===== config.mk =====
export PLATFORM = sky130hd
export DESIGN_NAME = txdma_fetch
export DESIGN_NICKNAME = d
export VERILOG_FILES = /design/src/rtl/txd_pkg.sv /design/src/rtl/txd_regs.sv /design/src/rtl/txd_walker.sv /design/src/rtl/txd_outq.sv /design/src/rtl/txdma_fetch.sv
export SDC_FILE = /design/constraint.sdc
export NUM_CORES = 1
export LEC_CHECK = 0
export BUFFER_PORTS_ARGS = -buffer_cell sky130_fd_sc_hd__buf_2
export CAP_MARGIN = 5
export CORE_MARGIN = 1
export CORE_UTILIZATION = 50
export CTS_CLUSTER_DIAMETER = 120
export CTS_CLUSTER_SIZE = 40
export DETAILED_ROUTE_END_ITERATION = 8
export PLACE_DENSITY = 0.69
export SETUP_SLACK_MARGIN = 0.4
export SYNTH_ARGS = -nofsm -noshare
export SYNTH_HDL_FRONTEND = slang
export SYNTH_SLANG_ARGS = --single-unit

===== constraint.sdc =====
create_clock -name clk -period 3.9 [get_ports clk]
set_clock_uncertainty 0.05 [all_clocks]
set_input_delay 0.39 -clock clk [delete_from_list [all_inputs] [get_ports clk]]
set_output_delay 0.39 -clock clk [all_outputs]
set_load 0.01 [all_outputs]

===== src/rtl/txd_pkg.sv =====
package txd_pkg;

    localparam int WORD_W        = 32;
    localparam int OWN_BIT       = 31;
    localparam int SEG_LAST_BIT  = 30;
    localparam int SEG_FIRST_BIT = 29;
    localparam int SEG_ENA_BIT   = 24;
    localparam int CTL_KICK_BIT  = 31;
    localparam int CTL_RUN_BIT   = 30;
    localparam int CTL_SF_BIT    = 1;
    localparam logic [WORD_W-1:0] OWN_MASK = WORD_W'(1) << OWN_BIT;

    typedef enum logic [3:0] {
        W_IDLE,
        W_RD_STAT,
        W_RD_CTRL,
        W_RD_BUF,
        W_RD_NEXT,
        W_RD_DATA,
        W_PUSH,
        W_WB,
        W_SUSP
    } walk_state_t;

    typedef struct packed {
        logic [7:0] data;
        logic       first;
        logic       last;
    } tx_ent_t;

    function automatic logic [7:0] lane_byte(input logic [WORD_W-1:0] w, input logic [1:0] sel);
        return w[8*sel +: 8];
    endfunction

endpackage


===== src/rtl/txd_regs.sv =====
module txd_regs
    import txd_pkg::*;
#(
    parameter int ADDR_W = 32
) (
    input  logic              clk,
    input  logic              rst,
    input  logic              cfg_wr,
    input  logic              cfg_sel,
    input  logic [WORD_W-1:0] cfg_wdata,
    output logic              run,
    output logic              sf_mode,
    output logic              kick,
    output logic              start,
    output logic [ADDR_W-1:0] base
);

    always_ff @(posedge clk) begin
        if (rst) begin
            run     <= 1'b0;
            sf_mode <= 1'b0;
            kick    <= 1'b0;
            start   <= 1'b0;
            base    <= '0;
        end else begin
            kick  <= 1'b0;
            start <= 1'b0;
            if (cfg_wr && !cfg_sel) begin
                run     <= cfg_wdata[CTL_RUN_BIT];
                sf_mode <= cfg_wdata[CTL_SF_BIT];
                kick    <= cfg_wdata[CTL_KICK_BIT];
                start   <= cfg_wdata[CTL_RUN_BIT] && !run;
            end
            if (cfg_wr && cfg_sel) begin
                base <= cfg_wdata[ADDR_W-1:0];
            end
        end
    end

endmodule


===== src/rtl/txd_walker.sv =====
module txd_walker
    import txd_pkg::*;
#(
    parameter int ADDR_W = 32,
    parameter int LEN_W  = 12
) (
    input  logic              clk,
    input  logic              rst,
    input  logic              run,
    input  logic              start,
    input  logic              kick,
    input  logic [ADDR_W-1:0] base,
    output logic              mem_req,
    output logic              mem_we,
    output logic [ADDR_W-1:0] mem_addr,
    output logic [WORD_W-1:0] mem_wdata,
    input  logic              mem_ack,
    input  logic [WORD_W-1:0] mem_rdata,
    output logic              push,
    output tx_ent_t           push_ent,
    input  logic              q_full
);

    walk_state_t        state;
    logic [ADDR_W-1:0]  cur;
    logic [ADDR_W-1:0]  buf_q;
    logic [ADDR_W-1:0]  next_q;
    logic [WORD_W-1:0]  status_q;
    logic [WORD_W-1:0]  word_q;
    logic [LEN_W-1:0]   seg_len;
    logic [LEN_W-1:0]   byte_idx;
    logic               seg_first;
    logic               seg_last;
    logic               at_end;

    assign at_end = (byte_idx == seg_len - LEN_W'(1));

    always_comb begin
        mem_req   = 1'b0;
        mem_we    = 1'b0;
        mem_addr  = cur;
        mem_wdata = status_q & ~OWN_MASK;
        unique case (state)
            W_RD_STAT: mem_req = 1'b1;
            W_RD_CTRL: begin mem_req = 1'b1; mem_addr = cur + ADDR_W'(4);  end
            W_RD_BUF:  begin mem_req = 1'b1; mem_addr = cur + ADDR_W'(8);  end
            W_RD_NEXT: begin mem_req = 1'b1; mem_addr = cur + ADDR_W'(12); end
            W_RD_DATA: begin
                mem_req  = 1'b1;
                mem_addr = buf_q + ADDR_W'({byte_idx[LEN_W-1:2], 2'b00});
            end
            W_WB:      begin mem_req = 1'b1; mem_we = 1'b1; end
            default:   ;
        endcase
    end

    assign push           = (state == W_PUSH) && !q_full;
    assign push_ent.data  = lane_byte(word_q, byte_idx[1:0]);
    assign push_ent.first = seg_first && (byte_idx == '0);
    assign push_ent.last  = seg_last && at_end;

    always_ff @(posedge clk) begin
        if (rst) begin
            state     <= W_IDLE;
            cur       <= '0;
            buf_q     <= '0;
            next_q    <= '0;
            status_q  <= '0;
            word_q    <= '0;
            seg_len   <= '0;
            byte_idx  <= '0;
            seg_first <= 1'b0;
            seg_last  <= 1'b0;
        end else begin
            unique case (state)
                W_IDLE: if (start) begin
                    cur   <= base;
                    state <= W_RD_STAT;
                end
                W_RD_STAT: if (mem_ack) begin
                    status_q <= mem_rdata;
                    state    <= mem_rdata[OWN_BIT] ? W_RD_CTRL : W_SUSP;
                end
                W_RD_CTRL: if (mem_ack) begin
                    seg_len   <= mem_rdata[LEN_W-1:0];
                    seg_first <= mem_rdata[SEG_FIRST_BIT];
                    seg_last  <= mem_rdata[SEG_LAST_BIT];
                    state     <= mem_rdata[SEG_ENA_BIT] ? W_RD_BUF : W_SUSP;
                end
                W_RD_BUF: if (mem_ack) begin
                    buf_q <= mem_rdata[ADDR_W-1:0];
                    state <= W_RD_NEXT;
                end
                W_RD_NEXT: if (mem_ack) begin
                    next_q   <= mem_rdata[ADDR_W-1:0];
                    byte_idx <= '0;
                    state    <= (seg_len == '0) ? W_WB : W_RD_DATA;
                end
                W_RD_DATA: if (mem_ack) begin
                    word_q <= mem_rdata;
                    state  <= W_PUSH;
                end
                W_PUSH: if (!q_full) begin
                    byte_idx <= byte_idx + LEN_W'(1);
                    if (at_end)                      state <= W_WB;
                    else if (byte_idx[1:0] == 2'b11) state <= W_RD_DATA;
                end
                W_WB: if (mem_ack) begin
                    cur   <= next_q;
                    state <= run ? W_RD_STAT : W_IDLE;
                end
                W_SUSP: begin
                    if (!run)      state <= W_IDLE;
                    else if (kick) state <= W_RD_STAT;
                end
                default: state <= W_IDLE;
            endcase
        end
    end

    // an unanswered request stays put
    assert_req_hold_R12: assert property (@(posedge clk) disable iff (rst)
        (mem_req && !mem_ack) |=> (mem_req && $stable(mem_addr) && $stable(mem_we)));

    // control is only fetched for an owned descriptor
    assert_owned_before_ctrl_R3: assert property (@(posedge clk) disable iff (rst)
        (state == W_RD_CTRL) |-> status_q[OWN_BIT]);

    // write-back only once the whole segment has been queued
    assert_wb_after_segment_R8: assert property (@(posedge clk) disable iff (rst)
        (mem_req && mem_we) |-> (byte_idx == seg_len));

endmodule


===== src/rtl/txd_outq.sv =====
module txd_outq
    import txd_pkg::*;
#(
    parameter int DEPTH = 64
) (
    input  logic       clk,
    input  logic       rst,
    input  logic       sf_mode,
    input  logic       push,
    input  tx_ent_t    push_ent,
    output logic       q_full,
    output logic       tx_valid,
    input  logic       tx_ready,
    output logic [7:0] tx_data,
    output logic       tx_first,
    output logic       tx_last
);

    localparam int PTR_W = $clog2(DEPTH);
    localparam int CNT_W = PTR_W + 1;

    tx_ent_t          store [DEPTH];
    logic [PTR_W-1:0] wr_ptr;
    logic [PTR_W-1:0] rd_ptr;
    logic [CNT_W-1:0] count;
    logic [CNT_W-1:0] frames;
    tx_ent_t          head;
    logic             pop;

    assign head     = store[rd_ptr];
    assign q_full   = (count == CNT_W'(DEPTH));
    assign tx_valid = (count != '0) && (!sf_mode || (frames != '0));
    assign pop      = tx_valid && tx_ready;
    assign tx_data  = head.data;
    assign tx_first = head.first;
    assign tx_last  = head.last;

    always_ff @(posedge clk) begin
        if (push) store[wr_ptr] <= push_ent;
    end

    always_ff @(posedge clk) begin
        if (rst) begin
            wr_ptr <= '0;
            rd_ptr <= '0;
            count  <= '0;
            frames <= '0;
        end else begin
            if (push) wr_ptr <= wr_ptr + PTR_W'(1);
            if (pop)  rd_ptr <= rd_ptr + PTR_W'(1);
            count  <= count + CNT_W'(push) - CNT_W'(pop);
            frames <= frames + CNT_W'(push && push_ent.last) - CNT_W'(pop && head.last);
        end
    end

    // the walker never pushes into a full queue
    assert_no_overflow_R6: assert property (@(posedge clk) disable iff (rst)
        push |-> (count < CNT_W'(DEPTH)));

    // an offered byte is held until taken
    assert_stream_hold_R11: assert property (@(posedge clk) disable iff (rst)
        (tx_valid && !tx_ready) |=> (tx_valid && $stable(tx_data) && $stable(tx_first) && $stable(tx_last)));

endmodule


===== src/rtl/txdma_fetch.sv =====
module txdma_fetch
    import txd_pkg::*;
#(
    parameter int ADDR_W     = 32,
    parameter int LEN_W      = 12,
    parameter int FIFO_DEPTH = 64
) (
    input  logic              clk,
    input  logic              rst,
    input  logic              cfg_wr,
    input  logic              cfg_sel,
    input  logic [31:0]       cfg_wdata,
    output logic              mem_req,
    output logic              mem_we,
    output logic [ADDR_W-1:0] mem_addr,
    output logic [31:0]       mem_wdata,
    input  logic              mem_ack,
    input  logic [31:0]       mem_rdata,
    output logic              tx_valid,
    input  logic              tx_ready,
    output logic [7:0]        tx_data,
    output logic              tx_first,
    output logic              tx_last
);

    logic              run;
    logic              sf_mode;
    logic              kick;
    logic              start;
    logic [ADDR_W-1:0] base;
    logic              push;
    tx_ent_t           push_ent;
    logic              q_full;

    txd_regs #(.ADDR_W(ADDR_W)) u_regs (
        .clk       (clk),
        .rst       (rst),
        .cfg_wr    (cfg_wr),
        .cfg_sel   (cfg_sel),
        .cfg_wdata (cfg_wdata),
        .run       (run),
        .sf_mode   (sf_mode),
        .kick      (kick),
        .start     (start),
        .base      (base)
    );

    txd_walker #(.ADDR_W(ADDR_W), .LEN_W(LEN_W)) u_walker (
        .clk       (clk),
        .rst       (rst),
        .run       (run),
        .start     (start),
        .kick      (kick),
        .base      (base),
        .mem_req   (mem_req),
        .mem_we    (mem_we),
        .mem_addr  (mem_addr),
        .mem_wdata (mem_wdata),
        .mem_ack   (mem_ack),
        .mem_rdata (mem_rdata),
        .push      (push),
        .push_ent  (push_ent),
        .q_full    (q_full)
    );

    txd_outq #(.DEPTH(FIFO_DEPTH)) u_outq (
        .clk      (clk),
        .rst      (rst),
        .sf_mode  (sf_mode),
        .push     (push),
        .push_ent (push_ent),
        .q_full   (q_full),
        .tx_valid (tx_valid),
        .tx_ready (tx_ready),
        .tx_data  (tx_data),
        .tx_first (tx_first),
        .tx_last  (tx_last)
    );

endmodule


==> results_dict.tcl, run 1 <==
set metrics [dict create \
    outcome "complete, but fails checks" \
    violations "setup timing" \
    first_pass_iters 6 \
    synth-adder-area-share_pct 1.37 \
    synth-async-reset-ratio_pct 0 \
    fp.dieH_microns 277 \
    period_share_pct 105 \
    start_util_pct 50.7 \
    grt_pass1_vias 22900 \
    gr-usage-all-layers_pct 24.2 \
    grt_pass1_wl_microns 141000 \
    max_cap_viol_count 0 \
    pwr-share-clk_pct 22.9 \
    grt_start_max_net_pins 97 \
    synthMuxAreaShare_pct 14.4 \
    hp-class "primary input to register" \
    synth_top_area_share_pct 50.9 \
    overflow 0 \
    rsz0062_at_grt "yes" \
    syn_inst 2682 \
    synth_top_family_by_area "multiplexers" \
    p_comb_share_pct 20.2 \
    routed_via_density 6.06 \
    finalHoldViolations 0 \
    synth_compound_area_share_pct 6.66 \
    synth_xor_area_share_pct 1.76 \
    holdWs_ns 0.0287 \
    tightest_slew_ns 1.26 \
    fin_cells 3844 \
    yosys_warnings 0 \
    p_sw_w 0.00461 \
    synth-simple-area-share_pct 8.82 \
    internal_power_w 0.0135 \
    avgSynthCellArea_sq_um 14.1 \
    maxSlewHeadroom_pct 15.5 \
    worst_slack_ns -0.196 \
    synth_common_cells "640 x edfxtp_1, 393 x nand2_1, 257 x dfxtp_1" \
    hold_start "mem_rdata[23]" \
    clk_pin_slew_worst_paths_ns 0.15 \
    drive_gt1_share_pct 23.9 \
    wire_per_inst_microns 24.8 \
    min_period_ns 4.10 \
    cp-end-kind "register" \
    ys_seq_area_share_pct 64.5 \
    synthTopCellsByArea "edfxtp_1 51%, dfxtp_1 14%, mux4_2 13%" \
    route.vias.total 23300 \
    io_pins 147 \
    synth_edf_count 640 \
    power_w 0.0181 \
    hpwl_microns 63200 \
    preCtsSetupSlack_ns -0.172 \
    ys_ff_latch 897 \
    setup_viol 6 \
    area_growth_pct 12.2 \
    peakVddDrop_mv 0.355 \
    max_freq_mhz 244 \
    dp.cells 3694 \
    clock_sinks 897 \
    clock_latency_ns 0.66 \
    power.density_mw_per_mm2 427 \
    worstPathArrival_ns 4.64 \
    htreeDepth 1 \
    rrSetupSlack_ns -0.20 \
    nets 2963 \
    antenna_found_initial 2 \
    drv_slew 0 \
    clockRootBuffer "clkbuf_16" \
    yosysTopAreaCell "edfxtp_1" \
    fillers 5784 \
    coreArea_sq_mm 0.0746 \
    cts_buffers 27 \
    dr.first_iter.drc_count 2461 \
    place_congestion 0.921 \
    syn_area_sq_mm 0.0378 \
    critical_path_class "register to register" \
    post-route-drc-count 0 \
    port-buffer-count 145 \
    cp-start-kind "register" \
    chipWidth_microns 277 \
    cts_tree "built" \
    seqPwrFrac_pct 56.9 \
    dieArea_sq_mm 0.0766 \
    synthesis.nets 2791 \
    p_leak_nw 15.2 \
    required_ns 4.44 \
    cts_max_path_buffers 3 \
    worst-path-max-fanout 6 \
    wirelength_microns 95200 \
    ant_nets 0 \
    ys_types 81 \
    num_rows 100 \
    yosys_most_used_dff "edfxtp_1" \
    yosysMostFrequentCell "edfxtp_1" \
    netSwitchingFraction_pct 25.5 \
]
## power by group through the flow
stage | sequential (W) | clock, W | combinational (W)
after floorplan | 0.0105 | 0 | 0.00222
after global placement | 0.0105 | 0 | 0.00300
after detailed placement | 0.0105 | 0 | 0.00306
after CTS | 0.0103 | 0.00417 | 0.00322
after global routing | 0.0103 | 0.00446 | 0.00389
final | 0.0103 | 0.00415 | 0.00365
## cell usage in the layout (no fill, tap or decap), types with 7 or more instances in the layout
master         count
xor2_1            44
edfxtp_1         640
buf_12            13
nor3_1            12
nand4_1           24
nor2_2            25
inv_1             35
a31oi_1            7
dfxtp_2           10
o21ai_1           16
buf_2            133
buf_6             22
a21o_1             9
dfxtp_1          239
o21ai_0           28
mux4_2           217
nand3_1           31
a211oi_1          34
mux2i_1           50
dlygate4sd3_1     53
nor3_2             7
buf_4             93
nand2_1          389
ha_1              29
a21oi_2           13
nor2_1           160
a21oi_1          199
dfxtp_4            8
clkbuf_1          16
o21ai_2           15
and2_1             7
or3_1              8
clkbuf_16         34
xnor2_1           31
and3_1            16
o211ai_1           8
## logic make-up (layout without fill, tap and decap cells)
family                     Yosys count  count (layout)
AOI/OAI and AO/OA                  417             418
xor gates and xnor gates            76              76
adders and majority gates           39              39
buffers and inverters              225             416
DFF                                897             897
muxes                              268             268
other                                1               2
and+or+nand+nor                    759             759
## registers in the layout, indices dropped and copies added (netlist names), 4 cells and up, named ones only
signal             cells
u_walker.next_q       32
u_outq.count           7
u_outq.wr_ptr          6
u_walker.buf_q        32
u_regs.base           32
u_outq.frames          7
u_walker.word_q       32
u_walker.byte_idx     12
u_outq.rd_ptr          6
u_walker.status_q     31
u_walker.seg_len      12
u_outq.store         640
u_walker.cur          32
u_walker.state         4
## per-layer routing
layer	vias up	track usage (%)	wire length (microns)	share of wire [%]
met3	154	2.77	5820	6.1
met2	880	41.7	48100	51
met4	4	7.02	2870	3.0
met5	-	0	20	0.021
met1	11800	32.4	38400	40
li1	10400	-	-	-
## final timing paths
check | end | cells after the start
setup / recovery | u_outq.frames[6] | 18
setup reg to reg | u_outq.frames[6] | 18
hold reg to reg | u_walker.status_q[20] | 2
hold / removal | u_walker.status_q[23] | 3
## final cells by class
class	count	area, sq um	area share, %
Sequential cell	897	24400	57.6
Multi-Input combinational cell	1561	13100	30.9
Timing Repair Buffer	328	2690	6.36
Tap cell	969	1210	2.86
Clock buffer	43	736	1.74
Inverter	39	149	0.351
Clock inverter	6	78.8	0.186
Antenna cell	1	2.50	0.00590
## worst max-delay path, cell delays in order (launching register included)
cell and delay (ns):
dfxtp_4 0.41, buf_12 0.12, buf_8 0.11, mux4_2 0.48, mux4_2 0.50, mux4_2 0.54, and2_4 0.18, ha_4 0.26
inv_2 0.04, ha_4 0.15, inv_2 0.05, fa_2 0.22, inv_2 0.04, a21oi_2 0.12, nor2_1 0.07, o21ai_2 0.13
a21oi_1 0.09, or3_1 0.37, a21oi_2 0.11
## timing repair
item,in CTS,in global routing
resized for setup,112,116
gates cloned,1,8
pin swaps,24,39
endpoints found under the hold margin,88,3
setup endpoints to repair,65,390
buffers inserted,18,20
hold buffers,50,3
## per-stage QoR
stage               util (%)  instance area [sq um]  TNS, ns
detailed placement      53.2                  39700   -0.172
CTS                     55.7                  41600   -0.220
global route            56.8                  42400    -1.12
finish                  56.8                  42400   -0.390
floorplan                  -                  37800        0
global placement        53.2                  39700   -0.174
Note: power is estimated with default switching activity, not from simulation.
==> run 2, diff against run 1 <==
- CAP_MARGIN: 5 -> 10
- SETUP_SLACK_MARGIN: 0.4 -> default
==> run 2 against run 1 <==
Effect of this change: the flow still finishes with violations (setup timing); clock power barely moved; sequential power hardly changed; largest cell class unchanged; global-route usage down 0.10 points; critical path type unchanged; core utilization down 1.5 points; fmax is 0.34% lower; count of clock-buffer cells in the layout is 1 lower; highest routed layer unchanged; final cell count shrank 1.1%; register-to-register slack is essentially flat; worst setup slack lost 0.014 ns.
==> results_dict.tcl, run 2 (synthesized netlist as in run 1, its figures left out) <==
set metrics [dict create \
    max_freq_mhz 243 \
    wirelength_microns 93100 \
    gr-usage-all-layers_pct 24.1 \
    cts_buffers 27 \
    cp_slowest_cell "mux4_2" \
    place_congestion 0.920 \
    power.density_mw_per_mm2 429 \
    wire_per_inst_microns 24.5 \
    period_share_pct 105 \
    ant_nets 0 \
    multi_input_area_sq_mm 0.0126 \
    cp.buffers_inverters 4 \
    fillers 5938 \
    nets 2918 \
    hold_start "mem_rdata[30]" \
    path_depth 17 \
    tightest_slew_ns 1.24 \
    min_period_ns 4.11 \
    overflow 0 \
    worst_slack_ns -0.210 \
    p_leak_nw 14.8 \
    rsz0062_at_grt "yes" \
    start_util_pct 50.7 \
    grt_pass1_vias 22600 \
    cp_slowest_stage_delay_ns 0.53 \
    largest_register_ffs 640 \
    worstPathArrival_ns 4.62 \
    coreArea_sq_mm 0.0746 \
    hold_path_depth 3 \
    holdWs_ns 0.0268 \
    htreeDepth 1 \
    cp-end-kind "register" \
    io_pins 147 \
    rr_worst_depth 17 \
    cts_max_path_buffers 3 \
    dieArea_sq_mm 0.0766 \
    cts_tree "built" \
    drive_gt1_share_pct 19.4 \
    grt_start_max_net_pins 151 \
    clk_pin_slew_worst_paths_ns 0.15 \
    area_growth_pct 9.33 \
    antenna_found_initial 4 \
    route.vias.total 23200 \
    critical_path_class "register to register" \
    finalHoldViolations 0 \
    clock_sinks 897 \
    postLayoutCellArea_sq_mm 0.0413 \
    drv_slew 0 \
    clockRootBuffer "clkbuf_16" \
    setup_viol 2 \
    first_pass_iters 6 \
    regMostFlops "u_outq.store" \
    post-route-drc-count 0 \
    fp.dieH_microns 277 \
    maxSlewHeadroom_pct 17.3 \
    violations "setup timing" \
    routed_via_density 6.10 \
    chipWidth_microns 277 \
    final_common_cell "edfxtp_1" \
    max_cap_viol_count 0 \
    clock_latency_ns 0.67 \
    crit_chain "buf_12, mux4_2, mux4_2, mux4_2, and2_4, ha_4, inv_2, ha_4, inv_2, fa_2, inv_2, a21oi_2, nor2_2, o21ai_2, a21oi_1, or3_1, a21oi_1" \
    hp-class "primary input to register" \
    worst-path-max-fanout 5 \
    dr.first_iter.drc_count 2699 \
    cp_top_family "multiplexers" \
    num_rows 100 \
    hpwl_microns 62000 \
    cp-start-kind "register" \
    required_ns 4.41 \
    grt_pass1_wl_microns 140000 \
    seqCellArea_sq_mm 0.0244 \
    place_area_sq_mm 0.0395 \
    final_cell_mix "640 x edfxtp_1, 391 x nand2_1, 247 x dfxtp_1, 218 x mux4_2, 212 x a21oi_1" \
    outcome "complete, but fails checks" \
    peakVddDrop_mv 0.376 \
    port-buffer-count 145 \
]
==> run 2: routing by layer <==
| metal | share of wire [%] | routed length [microns] | vias to the layer above | global-route usage, % |
|---|---|---|---|---|
| met3 | 7.5 | 7010 | 139 | 4.24 |
| met2 | 47 | 44200 | 913 | 38.9 |
| met1 | 42 | 38700 | 11800 | 33.3 |
| li1 | - | - | 10300 | - |
| met5 | 0.012 | 11 | - | 0 |
| met4 | 3.4 | 3160 | 2 | 7.69 |
==> run 2: layout make-up <==
type / instances / area share, %
Sequential cell: 897 / 59.0
Multi-Input combinational cell: 1561 / 30.6
Timing Repair Buffer: 283 / 5.05
Tap cell: 969 / 2.94
Clock buffer: 42 / 1.77
Inverter: 39 / 0.354
Clock inverter: 6 / 0.224
Antenna cell: 3 / 0.0182
==> run 2: final timing paths <==
check,end,slack [ns]
max,u_outq.frames[6],-0.21
min,u_walker.status_q[30],0.03
max reg2reg,u_outq.frames[6],-0.21
min reg2reg,u_walker.status_q[15],0.41
==> run 2: where the power goes <==
group	total [W]	internal, W	leakage [nW]	switching, W
clock	0.00417	0.00138	0.393	0.00279
combinational	0.00320	0.00160	5.25	0.00160
sequential	0.0103	0.0102	9.14	0.000144
==> run 2: what timing repair did <==
action	in CTS	in global routing
buffers inserted	3	7
endpoints found under the hold margin	82	0
pin swaps	8	10
hold buffers	50	0
setup endpoints to repair	29	33
gates cloned	1	1
resized for setup	40	28
==> run 2: metrics by stage <==
step,std cells,utilization (%),total power [W],TNS (ns),setup WS [ns]
detailed placement,3681,53.0,0.0136,-0.256,-0.235
finish,3800,55.4,0.0177,-0.223,-0.210
CTS,3783,55.0,0.0178,-0.767,-0.236
global route,3798,55.4,0.0183,-1.35,-0.353
global placement,3681,53.0,0.0135,-0.236,-0.236
floorplan,2682,-,0.0127,-0.00771,-0.00771
==> run 2: tightest hold or removal path: stages <==
cell,delay [ns]
buf_2,0.18
nand2_1,0.08
a21oi_1,0.05
